[src/rtl/intc_pkg.sv]
package intc_pkg;
    localparam int unsigned INTC_W = 32;
    localparam int unsigned IDX_W  = $clog2(INTC_W);
    localparam int unsigned WIN_W  = 5;

    typedef enum logic [2:0] {
        SEL_CAUSE  = 3'd0,
        SEL_IRQEN  = 3'd1,
        SEL_FIQEN  = 3'd2,
        SEL_ENDEN  = 3'd3,
        SEL_STATUS = 3'd4,
        SEL_RSV5   = 3'd5,
        SEL_RSV6   = 3'd6,
        SEL_RSV7   = 3'd7
    } reg_sel_e;
endpackage

[src/rtl/intc_hi_idx.sv]
module intc_hi_idx #(
    parameter int unsigned W = 32,
    localparam int unsigned IW = $clog2(W)
) (
    input  logic [W-1:0]  vec,
    output logic [IW-1:0] idx,
    output logic          found
);
    always_comb begin
        idx   = '0;
        found = 1'b0;
        for (int i = 0; i < int'(W); i++) begin
            if (vec[i]) begin
                idx   = IW'(i);
                found = 1'b1;
            end
        end
    end
endmodule

[src/rtl/intc_bank.sv]
module intc_bank
    import intc_pkg::*;
(
    input  logic              clk,
    input  logic              rst_n,
    input  logic              wr_stb,
    input  reg_sel_e          sel,
    input  logic [INTC_W-1:0] wdata,
    input  logic [INTC_W-1:0] src,
    output logic [INTC_W-1:0] rd_word,
    output logic              irq_any,
    output logic              fiq_any,
    output logic              endp_any
);
    logic [INTC_W-1:0] irq_en, fiq_en, endp_en;
    logic [INTC_W-1:0] pend_irq;
    logic [IDX_W-1:0]  top_idx;
    logic              top_found;
    logic [INTC_W-1:0] status_word;

    always_ff @(posedge clk) begin
        if (!rst_n) begin
            irq_en  <= '0;
            fiq_en  <= '0;
            endp_en <= '0;
        end else if (wr_stb) begin
            unique case (sel)
                SEL_IRQEN: irq_en  <= wdata;
                SEL_FIQEN: fiq_en  <= wdata;
                SEL_ENDEN: endp_en <= wdata;
                default:   ;
            endcase
        end
    end

    assign pend_irq = src & irq_en;
    assign irq_any  = |pend_irq;
    assign fiq_any  = |(src & fiq_en);
    assign endp_any = |(src & endp_en);

    intc_hi_idx #(.W(INTC_W)) hi_i (
        .vec   (pend_irq),
        .idx   (top_idx),
        .found (top_found)
    );

    always_comb begin
        status_word                = '0;
        status_word[INTC_W-1]      = top_found;
        status_word[IDX_W-1:0]     = top_idx;
    end

    always_comb begin
        unique case (sel)
            SEL_CAUSE:  rd_word = src;
            SEL_IRQEN:  rd_word = irq_en;
            SEL_FIQEN:  rd_word = fiq_en;
            SEL_ENDEN:  rd_word = endp_en;
            SEL_STATUS: rd_word = status_word;
            default:    rd_word = '0;
        endcase
    end
endmodule

[src/rtl/lvl_intc_top.sv]
module lvl_intc_top
    import intc_pkg::*;
#(
    parameter int unsigned NUM_BANKS = 2,
    parameter int unsigned ADDR_W    = 8,
    localparam int unsigned SRC_W    = NUM_BANKS * INTC_W,
    localparam int unsigned BANK_W   = ADDR_W - WIN_W
) (
    input  logic              clk,
    input  logic              rst_n,
    input  logic [SRC_W-1:0]  src_i,
    input  logic              wr_en,
    input  logic              rd_en,
    input  logic [ADDR_W-1:0] addr,
    input  logic [INTC_W-1:0] wdata,
    output logic [INTC_W-1:0] rdata,
    output logic              rvalid,
    output logic              irq_o,
    output logic              fiq_o,
    output logic              endp_o
);
    logic              aligned;
    logic [BANK_W-1:0] bank_field;
    reg_sel_e          sel;
    logic [INTC_W-1:0] bank_rd [NUM_BANKS];
    logic [NUM_BANKS-1:0] irq_vec, fiq_vec, endp_vec;
    logic [INTC_W-1:0] rd_mux;

    assign aligned    = (addr[1:0] == 2'b00);
    assign bank_field = addr[ADDR_W-1:WIN_W];
    assign sel        = reg_sel_e'(addr[WIN_W-1:2]);

    for (genvar b = 0; b < int'(NUM_BANKS); b++) begin : g_bank
        logic hit;
        assign hit = aligned && (int'(bank_field) == b);
        intc_bank bank_i (
            .clk      (clk),
            .rst_n    (rst_n),
            .wr_stb   (wr_en && hit),
            .sel      (sel),
            .wdata    (wdata),
            .src      (src_i[b*INTC_W +: INTC_W]),
            .rd_word  (bank_rd[b]),
            .irq_any  (irq_vec[b]),
            .fiq_any  (fiq_vec[b]),
            .endp_any (endp_vec[b])
        );
    end

    always_comb begin
        rd_mux = '0;
        for (int b = 0; b < int'(NUM_BANKS); b++) begin
            if (aligned && (int'(bank_field) == b)) rd_mux = bank_rd[b];
        end
    end

    always_ff @(posedge clk) begin
        if (!rst_n) begin
            irq_o  <= 1'b0;
            fiq_o  <= 1'b0;
            endp_o <= 1'b0;
            rvalid <= 1'b0;
            rdata  <= '0;
        end else begin
            irq_o  <= |irq_vec;
            fiq_o  <= |fiq_vec;
            endp_o <= |endp_vec;
            rvalid <= rd_en;
            if (rd_en) rdata <= rd_mux;
        end
    end
endmodule

[config.mk]
export PLATFORM = sky130hd
export DESIGN_NAME = lvl_intc_top
export DESIGN_NICKNAME = d
export VERILOG_FILES = /design/src/rtl/intc_pkg.sv /design/src/rtl/intc_hi_idx.sv /design/src/rtl/intc_bank.sv /design/src/rtl/lvl_intc_top.sv
export SDC_FILE = /design/constraint.sdc
export NUM_CORES = 1
export LEC_CHECK = 0
export BUFFER_PORTS_ARGS = -buffer_cell sky130_fd_sc_hd__buf_2
export CAP_MARGIN = 20
export CORE_ASPECT_RATIO = 2
export CORE_MARGIN = 2
export CORE_UTILIZATION = 50
export CTS_CLUSTER_SIZE = 30
export DETAILED_ROUTE_END_ITERATION = 6
export PLACE_DENSITY = 0.81
export REMOVE_ABC_BUFFERS = 1
export SYNTH_ARGS = -nofsm -noshare
export SYNTH_HDL_FRONTEND = slang
export SYNTH_SLANG_ARGS = --single-unit
[constraint.sdc]
create_clock -name clk -period 3.85 [get_ports clk]
set_input_delay 0.1925 -clock clk [delete_from_list [all_inputs] [get_ports clk]]
set_output_delay 0.1925 -clock clk [all_outputs]
set_load 0.02 [all_outputs]
==> results <==
- The flow ran to the end, but the final reports show violations.
- The final reports fail on design-rule violations.
- The most instantiated flip-flop cell in the synthesis netlist is dfxtp_1.
- Of the total power, registers draw approximately 46%.
- Tracing the worst setup path back leads to its startpoint at g_bank[0].bank_i.irq_en[23]$_SDFFE_PN0P_.
- The final period utilization is 60.21%.
- After synthesis, the cell types taking the most area are dfxtp_1, nand2_1, a21boi_1, a22oi_1, a221oi_1.
- The synthesis-to-layout area growth is 17.00%.
- The headroom to the max-slew limit is about 16%.
- The number of antenna violations at the first check in global routing was 0.
- The clock transition at the registers of the reported paths is approximately 0.080 ns.
- The data required time of the worst path is around 4.3 ns.
- The switching fraction of total power is between 20% and 30%.
- The clock tree from TritonCTS is done.
- In this run the static leakage power is slightly below 5 nW.
- Across the routed clock network, the largest skew measured is about 0.027 ns.
- The starting density of the core is roughly half.
- CTS placed an instance of clkbuf_16 at the clock tree root.
- The sequential cell area fraction in the yosys report is just under 40%.
- The footprint of the multi-input gates is 6873 sq um.
- The global placement routability congestion is around 1.1.
- The chip height is approximately 220 microns.
- The highest clock frequency the design can meet is ~430 MHz.
- The number of nets in the layout is around 1700.
- The routed design has 58820 microns of wire.
- In this run the core area contains 79 standard-cell rows.
- The later-pin clock latency in the skew report is between 0.5 and 0.6 ns.
- In this run, post-CTS repair resized a total of 0 instances.
- STA puts the critical path data arrival time at 2.77 ns.
- The pin slew with the least headroom to its limit is around 1.3 ns.
- The type of the worst setup path is register to register.
- For this run, the detailed router's first-pass iteration total came to 7.
- The share of post-route cells with drive strength above 1 is 14.01%.
- The synthesized instance count is between 1500 and 2000.
- The async set-reset flop share out of synthesis is 0%.
- The total overflow left after global routing is 0.
- The count of endpoints failing setup in the final report is 0.
- The detail route stage leaves a number of antenna-violating nets equal to 0.
- IR analysis of the VDD net gives a maximum drop of between 0.0003 and 0.0004 V.
- In this run the most critical hold path is launched from rst_n.
- Setup repair after global routing left no endpoint under its margin.
- CTS saw around 230 sinks.
- The number of buffers created by CTS is 22.
- Dividing the synthesized area by the synthesized cell count gives between 7 and 8 sq um.
- Along the worst path, the maximum fanout reaches 4.
- The number of cells on the worst reg-to-reg path is 6.
- During I/O placement, the number of pins put on the boundary was about 140.
- Synthesis inferred between 200 and 250 register bits.
- The kind of path behind the tightest hold check is input pin to register.
- The total of buffers placed on input and output ports is approximately 140.
- Hold timing on the final database bottoms out at a slack of 0.08899 ns.
- The via count normalized by instance count is 7.044.
- In this run the deepest clock path goes through 3 buffers.
- The cell depth of the worst min-delay path is 2.
- The detailed router finished its first iteration with about 1900 violations.
- The number of different library cells in the post-synthesis netlist is 54.
- The clock share of power is 45.2%.
- Entering global routing, the biggest net connects approximately 200 pins.
- The die area is 25100 sq um.
- The HPWL reported at the end of detailed placement is between 40000 and 50000 microns.
- STA classifies the critical path startpoint as a register.
- The internal portion of the total power is between 3 and 4 mW.
- The number of max-slew violations in the final report came to 0.
- The part of the power in combinational logic is under 10%.
- In the routed design, unresolved DRC markers number 12.
- The synthesized design spends more area on one cell type than any other, namely dfxtp_1.
- The fraction of synthesized cell area taken by the top area cell type is 38.40%.
- The count of maximum capacitance violations is 0.
- 0 antenna diodes ended up in the layout.
- The sort of element at the end of the critical path is a register.
- The area of the mapped netlist is about 12000 sq um.
- Measured along the x axis, the die boundary spans 113.0 microns.
- The number of failing hold endpoints at the final stage is 0.
- The shortest clock period the worst path allows after layout is roughly 2.3 ns.
- The setup fix buffers added after clock tree synthesis is 0.
- The number of synthesis warnings is 0.
- The area taken by flip-flops and latches is approximately 4600 sq um.
- The reported net switching power is roughly 1.3 mW.
- The core region area is 23330 sq um.
- The worst register-to-register path begins at g_bank[0].bank_i.irq_en[23]$_SDFFE_PN0P_.
- Adding up every negative setup slack in the final design gives 0 ns.
- The count of H-tree levels built during CTS is 1.
- The average routed wire per standard cell is around 31 microns.
- The number of global-route vias before repair is ~13000.
- In this run the power density over the cells is 372.6 nW/um^2.
- Yosys mapped a number of flops with a built-in enable equal to 0.
- The via count is around 14000.
- Global routing used between 40% and 50% of the available tracks across all layers.
- The layout has between 2000 and 2500 filler cells.
- The first global-routing pass estimated around 84000 microns of wire.
[layer usage]
metal	track usage, %	up-vias	share of wire, %
met5	0	-	0
met3	7.955	387	10
met1	51.09	6352	33
li1	-	5704	-
met4	36.90	0	11
met2	74.06	1117	46
[kinds of logic (layout without fill, tap and decap cells)]
kind of cell | after synthesis | in the layout | share of synthesized area, %
buffers and inverters | 113 | 253 | 3.916
AO/OA/AOI/OAI | 544 | 544 | 33.79
flip-flops | 228 | 228 | 38.40
multiplexers | 38 | 38 | 3.558
AND/OR/NAND/NOR | 579 | 579 | 20.33
[critical path, cell delays in order (launching register included)]
cell and delay [ns]:
dfxtp_1 0.38, a22oi_1 0.61, and2_1 0.31, nand4_1 0.17
nor4_1 0.40, o221ai_1 0.18, o211a_1 0.16
[power groups by stage]
stage               logic [mW]  registers, mW  clock network, mW
finish                   0.471           2.37               2.34
detailed placement       0.417           2.42                  0
global placement         0.417           2.42                  0
global route             0.472           2.37               2.43
floorplan                0.119           2.42                  0
CTS                      0.444           2.37               2.35
[worst paths after layout]
check / endpoint / slack, ns
worst max-delay path: rdata[31]$_SDFFE_PN0P_ / 1.53
worst min-delay path: rdata[31]$_SDFFE_PN0P_ / 0.09
worst max register to register: rdata[31]$_SDFFE_PN0P_ / 1.53
worst min register to register: rdata[26]$_SDFFE_PN0P_ / 0.46
[cells in the mapped netlist (all sizes together) (2+ instances only)]
master / number
a221o: 2
a222oi: 2
dfxtp: 228
inv: 3
a32oi: 29
nand3: 17
nor2b: 29
a22o: 29
nor4: 2
nor3: 7
and3: 6
a32o: 6
mux2i: 13
clkbuf: 71
a21boi: 197
and2: 13
nand4: 14
o211a: 2
a21oi: 59
o221ai: 2
buf: 39
a31oi: 5
a22oi: 98
nand2b: 4
mux2: 24
a221oi: 50
o211ai: 3
a211oi: 5
nand2: 464
nor2: 19
o21ai: 42
a2111oi: 3
o2111ai: 4
[through the flow]
step / cells / power, mW / setup slack [ns] / util [%] / area (sq um)
4_1_cts: 1925 / 5.157 / 1.763 / 59.61 / 13910
3_3_place_gp: 1852 / 2.839 / 1.276 / 54.93 / 12810
3_5_place_dp: 1852 / 2.839 / 1.307 / 54.93 / 12810
6_report: 1925 / 5.181 / 1.532 / 59.61 / 13910
5_1_grt: 1925 / 5.269 / 1.579 / 59.61 / 13910
2_1_floorplan: 1392 / 2.543 / 0.7259 / - / 11430
[repair_timing]
item	CTS	global route
hold buffers	33	0
endpoints found under the hold margin	189	0
setup endpoints to repair	0	0
[cell usage in the layout, fill, tap and decap left out, types with 29 or more instances in the layout]
cell type,instances
dlygate4sd3_1,33
o21ai_0,34
nand2_1,464
dfxtp_1,228
a32oi_1,29
a221oi_1,49
a22oi_1,98
buf_4,32
nor2b_1,29
buf_2,142
a21oi_1,58
a21boi_1,195
[flip-flops by register name (all words and copies together) (netlist names)]
register and flops:
irq_o 1, g_bank.bank_i.irq_en 64, endp_o 1, rvalid 1
g_bank.bank_i.endp_en 64, fiq_o 1, g_bank.bank_i.fiq_en 64, rdata 32
[area by class of cell]
cell class                      instances  area share (%)
Multi-Input combinational cell       1161           49.42
Sequential cell                       228           32.82
Timing Repair Buffer                  210           9.646
Clock buffer                           27           4.310
Tap cell                              283           2.546
Clock inverter                         13           1.170
Inverter                                3         0.08098
(Power assumes the default switching activity.)
